[config.mk]
export PLATFORM = sky130hd
export DESIGN_NAME = hbridge_fault_guard
export DESIGN_NICKNAME = d
export VERILOG_FILES = /design/src/rtl/hbridge_fault_guard.sv
export SDC_FILE = /design/constraint.sdc
export NUM_CORES = 1
export LEC_CHECK = 0
export ABC_CLOCK_PERIOD_IN_PS = 2700
export BUFFER_PORTS_ARGS = -buffer_cell sky130_fd_sc_hd__buf_2
export CAP_MARGIN = 20
export CORE_ASPECT_RATIO = 1.75
export CORE_MARGIN = 5
export CORE_UTILIZATION = 40
export CTS_CLUSTER_SIZE = 16
export DETAILED_ROUTE_END_ITERATION = 12
export PLACE_DENSITY = 0.59
export SLEW_MARGIN = 20
export SYNTH_ARGS = -nofsm -noshare
export SYNTH_HDL_FRONTEND = slang
export SYNTH_SLANG_ARGS = --single-unit
[constraint.sdc]
create_clock -name clk -period 2.7 [get_ports clk]
set_input_delay 0.54 -clock clk [delete_from_list [all_inputs] [get_ports clk]]
set_output_delay 0.54 -clock clk [all_outputs]
set_load 0.02 [all_outputs]
[src/rtl/hbridge_fault_guard.sv]
module hbridge_fault_guard #(
  parameter int DEGLITCH_CYC = 64,
  parameter int RETRY_CYC    = 16000,
  parameter int WAKE_CYC     = 50000
) (
  input  logic       clk,
  input  logic       rst_n,
  input  logic       sleep_n_in,
  input  logic [1:0] ocp_flag,
  input  logic       overtemp_in,
  input  logic       undervolt_in,
  output logic [1:0] bridge_en,
  output logic       logic_rst,
  output logic       fault_n
);
  localparam int TMAX = (DEGLITCH_CYC > RETRY_CYC) ? DEGLITCH_CYC : RETRY_CYC;
  localparam int TW   = $clog2(TMAX + 1);
  localparam int WW   = $clog2(WAKE_CYC + 1);

  logic [2:0] sync1, sync2;
  logic sleep_n_s, ot_s, uv_s;

  always_ff @(posedge clk or negedge rst_n)
    if (!rst_n) begin
      sync1 <= '0;
      sync2 <= '0;
    end else begin
      sync1 <= {undervolt_in, overtemp_in, sleep_n_in};
      sync2 <= sync1;
    end

  assign sleep_n_s = sync2[0];
  assign ot_s      = sync2[1];
  assign uv_s      = sync2[2];
  assign logic_rst = !sleep_n_s || uv_s;

  logic [WW-1:0] wake_cnt;
  logic          awake;
  assign awake = (wake_cnt == WW'(WAKE_CYC));

  always_ff @(posedge clk or negedge rst_n)
    if (!rst_n)         wake_cnt <= '0;
    else if (logic_rst) wake_cnt <= '0;
    else if (!awake)    wake_cnt <= wake_cnt + 1'b1;

  logic [1:0]    retry;
  logic [TW-1:0] tcnt [2];

  for (genvar i = 0; i < 2; i++) begin : g_br
    always_ff @(posedge clk or negedge rst_n)
      if (!rst_n) begin
        retry[i] <= 1'b0;
        tcnt[i]  <= '0;
      end else if (logic_rst) begin
        retry[i] <= 1'b0;
        tcnt[i]  <= '0;
      end else if (retry[i]) begin
        if (tcnt[i] == TW'(RETRY_CYC - 1)) begin
          retry[i] <= 1'b0;
          tcnt[i]  <= '0;
        end else tcnt[i] <= tcnt[i] + 1'b1;
      end else if (!awake || ot_s || !ocp_flag[i]) begin
        tcnt[i] <= '0;
      end else if (tcnt[i] == TW'(DEGLITCH_CYC)) begin
        retry[i] <= 1'b1;
        tcnt[i]  <= '0;
      end else tcnt[i] <= tcnt[i] + 1'b1;

    assign bridge_en[i] = !logic_rst && awake && !ot_s && !retry[i];


    trip_needs_deglitch_chk: assert property (@(posedge clk) disable iff (!rst_n)
      $rose(retry[i]) |-> $past(tcnt[i]) == TW'(DEGLITCH_CYC) && $past(ocp_flag[i]));


    trip_local_fall_chk: assert property (@(posedge clk) disable iff (!rst_n)
      $fell(bridge_en[i]) && !logic_rst && !ot_s |-> $past(ocp_flag[i]));
  end

  assign fault_n = !sleep_n_s || !(uv_s || ot_s || (|retry));


  wake_before_enable_chk: assert property (@(posedge clk) disable iff (!rst_n)
    $rose(|bridge_en) |-> $past(!logic_rst));


  wake_sat_chk: assert property (@(posedge clk) disable iff (!rst_n)
    wake_cnt <= WW'(WAKE_CYC));


  sleep_clears_chk: assert property (@(posedge clk) disable iff (!rst_n)
    $past(logic_rst) |-> retry == 2'b00 && wake_cnt == '0);


  sleep_fault_quiet_chk: assert property (@(posedge clk) disable iff (!rst_n)
    $past(!sleep_n_s) && !sleep_n_s |-> fault_n);
endmodule

* Word level (Yosys, flattened, before mapping)
Index checks and enable logic that the tools add are counted.
** Word-level totals
- Flip-flop bits (word level) :: 52
- Input bits :: 7
- Word-level logic and storage cells :: 59
** Operators by class
- Eq/ne operators :: 6
- $add $sub $neg :: 3
- Muxes and demuxes :: 22
- Reductions and logical operators :: 21
** Operator list (number)
- $mux 14 :: 10
- $mux 16 :: 2
- $add 14x1->14 const B :: 2
- $eq 14x14->1 const B :: 2
- $eq 14x7->1 const B :: 2
- $add 16x1->16 const B :: 1
- $eq 16x16->1 const B :: 1
- $mux 1 :: 10
- $logic_not 1->1 :: 9
- $logic_or 1x1->1 :: 7
- $logic_and 1x1->1 :: 4
- $ne 2x2->1 const B :: 1
- $reduce_or 2->1 :: 1

* Depth between registers and ports, before layout
- Word-level depth :: 7
- Mapped depth :: 7

* Worst setup path after synthesis
No wires, ideal clock.
- Kind :: reg-to-output
- Start point :: register wake_cnt[0]
- End point :: output bridge_en[0]
- Path slack :: -0.052 ns
- Path buffers :: 0
- Cell stages (with the launch flop) :: 6
- Arrival :: 2.212 ns
- Required time :: 2.160 ns
- Path through :: dfrtp_1 > inv_1 > ha_1 > or4b_1 > or4_1 > nor4_1
** On the way
- Cells in the longest elaborated chain, start to end :: 4
** Ends and longest elaborated chain
- from (decl) :: line 37 : logic [WW-1:0] wake_cnt;
- from (signal assigned) :: line 44 : else if (!awake) wake_cnt <= wake_cnt + 1'b1;
- $eq 16x16->1 :: line 39 : assign awake = (wake_cnt == WW'(WAKE_CYC));
- $logic_and 1x1->1 (3 in a row) :: line 69 : assign bridge_en[i] = !logic_rst && awake && !ot_s && !retry[i];
- to (decl) :: line 12 : output logic [1:0] bridge_en,
No other way between the ends.

* Worst setup path after layout
- Start point :: register wake_cnt[5]
- End point :: output bridge_en[0]
The elaborated chain is that of the path after synthesis.

==> summary.txt <==
Slowest cell on crit path: or4_4
Comb pwr share: 3.8%
CP Capture Type: output pin
Synth cell types: 39
Yosys Warn Count: 0
Status: finished, violations left
Cells along the critical path: or4b_4 > or4_4 > nor4_2 > buf_4
First-pass GRT wire length: 9.72 mm
Syn-to-layout area delta: 14.9%
Leakage: 0.00121 uW
Nets: 289
Root Buffer: clkbuf_16
Syn avg cell area: 10.7 sq um
EDFF count, synth: 0
Critical path fanouts, max: 3
Worst-margin pin slew: 441 ps
Pwr dens: 497 mW/mm^2
CTS buffer count: 5
# setup viols final: 1
Largest net degree at the start of global routing: 26
Switch share: 21.0%
Fill count: 656
Maximum root-to-sink buffer count: 2
I/O Buffers: 10
Chip width: 72.6 microns
Seq pwr share: 50.3%
Post-synthesis sequential area ratio: 47.4%
Max Cap Viol: 0
Die Span Y: 120 microns
WL/cell: 15.5 microns
Number of I/O pins: 11
Slew Limit Fails: 0
# DRC: 0
F_max: 370 MHz
Worst skew pair latency: 290 ps
GRT overflow: 0
Switching pwr: 329 uW
Post-DRT Antenna Nets: 0
H-Tree Level Count: 2
Fin Hold WS: 68.5 ps
R2R Path End: tcnt[1]
Syn nets: 269
Ys async rst share: 100%
Clock sinks: 52
Final hold violation count: 0
Clock share of power: 45.9%
Failing checks: setup timing
Core Area: 0.00676 sq mm
Cts-stage hold buffer count: 0
Mapped Area: 0.00274 sq mm
Worst hold path type: in2async
Routability cong.: 0.807
CP peak stage delay: 590 ps
Die area: 0.00868 sq mm
Initial core utilization: 40.6%
Via density: 5.55
Drt pass-1 iters: 4
Share of cells above drive strength 1: 22.4%
Gr usage total: 14.4%
R2R Path Start: wake_cnt[0]
Clk slew on worst S/H paths: 70 ps
Total vias in the final route: 2002
Crit Path Class: reg2out
Arr. time, crit path: 2170 ps
Fin crit share: 100%
Predominant post-synthesis flop cell: dfrtp_1
Antenna cells: 0
Worst setup SP type: flop
Slew margin rel.: 70.4%
FF-to-FF path depth: 9
Post-Layout Cell Count: 361
Worst path required time: 2160 ps
Placed Instances: 349
Power after layout: 1570 uW
Maximum VDD drop: 0.271 mV
RSZ-0062 raised after global routing: true
HPWL after DPL: 4.03 mm
Overall routed net length: 5.59 mm
Syn Inst Count: 256
Final worst slack: -6.35 ps
Initial antenna violation count: 0
Vias in the first global route: 1973
R2r setup slk: 470 ps
Row count: 40
Internal: 1240 uW
Post-synthesis register bit count: 52
Clock skew: 9.01 ps
CTS tree: yes
DR iter-0 viols: 107
Min cycle time layout: 2710 ps
[through the flow]
stage / cell area [sq um] / worst slack [ps] / util (%) / TNS, ps
after floorplan: 2740 / -52.2 / - / -104
after global placement: 2920 / 208 / 43.2 / 0
after detailed placement: 2920 / 151 / 43.2 / 0
after CTS: 3140 / -34.4 / 46.5 / -40.1
after global routing: 3150 / -66.3 / 46.6 / -120
final: 3150 / -6.35 / 46.6 / -6.35
[power by group through the flow]
stage / Clock [uW] / Combinational (uW) / Sequential [uW]
floorplan: 0 / 23.1 / 802
global placement: 0 / 57.4 / 804
detailed placement: 0 / 57.8 / 804
CTS: 747 / 62.1 / 788
global route: 774 / 67.9 / 789
finish: 719 / 59.9 / 789
[logic make-up (layout without fill, tap and decap cells)]
family,Yosys count,after routing,share of synthesized area (%)
and+or+nand+nor,129,129,31.5
DFF,52,52,47.4
xor gates and xnor gates,35,35,11.2
AOI/OAI and AO/OA,14,14,3.42
adders and majority gates,6,6,2.74
buffers and inverters,19,40,3.33
muxes,1,1,0.365
[Yosys cell counts, types with 2 or more instances]
cell type	n	area, sq um
xnor2_1	10	87.6
nor2_1	15	56.3
nand3_1	14	70.1
xor2_1	25	219
inv_1	7	26.3
nor3_2	20	200
clkbuf_1	8	30.0
nor3_1	7	35.0
a31oi_1	2	12.5
ha_1	6	75.1
buf_6	2	22.5
a21oi_1	4	20.0
and3_1	4	25.0
and2_1	4	25.0
nor4_1	9	56.3
nand2_1	8	30.0
or4_1	2	15.0
nand4_1	20	125
o21ai_0	3	15.0
a31oi_2	2	25.0
and4_1	8	70.1
nor3b_1	4	30.0
nor2b_1	3	18.8
dfrtp_1	52	1300
or3_1	3	18.8
[worst max path at each step]
stage,startpoint,endpoint,slack (ps),cells past startpoint
final,wake_cnt[5],bridge_en[0],-6,4
after global routing,wake_cnt[5],bridge_en[1],-70,4
after floorplan,wake_cnt[0],bridge_en[0],-50,5
after detailed placement,wake_cnt[0],bridge_en[1],150,6
after CTS,wake_cnt[0],bridge_en[1],-30,6
after global placement,wake_cnt[0],bridge_en[1],210,6
[worst max-delay path: cells and delay by family (launching register included)]
kind                   cells  cell delay, ps
buffers and inverters      1             180
AND/OR/NAND/NOR            3            1310
flip-flops                 1             390
[what timing repair did]
action | 4_1_cts | 5_1_grt
endpoints found under the setup margin | 2 | 2
pin swaps | 0 | 1
resized for setup | 5 | 2
setup buffers | 4 | 0
[layer usage]
metal	vias up	wire length [microns]	track usage, %
li1	973	-	-
met1	991	2300	16.8
met2	27	3020	24.8
met3	11	131	2.85
met4	0	135	6.47
met5	-	0	0
[cells in the final DEF (no fill, tap or decap), drive strengths merged, types with 2 or more instances in the layout]
cell,count
dfrtp,52
nor3,27
xor2,25
buf,25
nand4,20
nor2,15
nand3,14
xnor2,10
nor4,10
and4,8
nand2,8
inv,7
ha,6
clkbuf,5
nor3b,4
and2,4
and3,4
a21oi,4
o21ai,4
a31oi,4
nor2b,3
or3,3
or4b,2
or4,2
[flip-flops by register name, summed over array words and instances (netlist names)]
register,flops
sync2,3
retry,2
wake_cnt,16
sync1,3
tcnt,28
[final cells by class]
cell class	count	area [sq um]	share of cell area (%)
Timing Repair Buffer	25	168	5.32
Sequential cell	52	1300	41.3
Tap cell	84	105	3.33
Inverter	7	26.3	0.834
Clock buffer	5	125	3.97
Clock inverter	3	42.5	1.35
Multi-Input combinational cell	185	1380	43.9
Note: power is estimated with default switching activity, not from simulation.
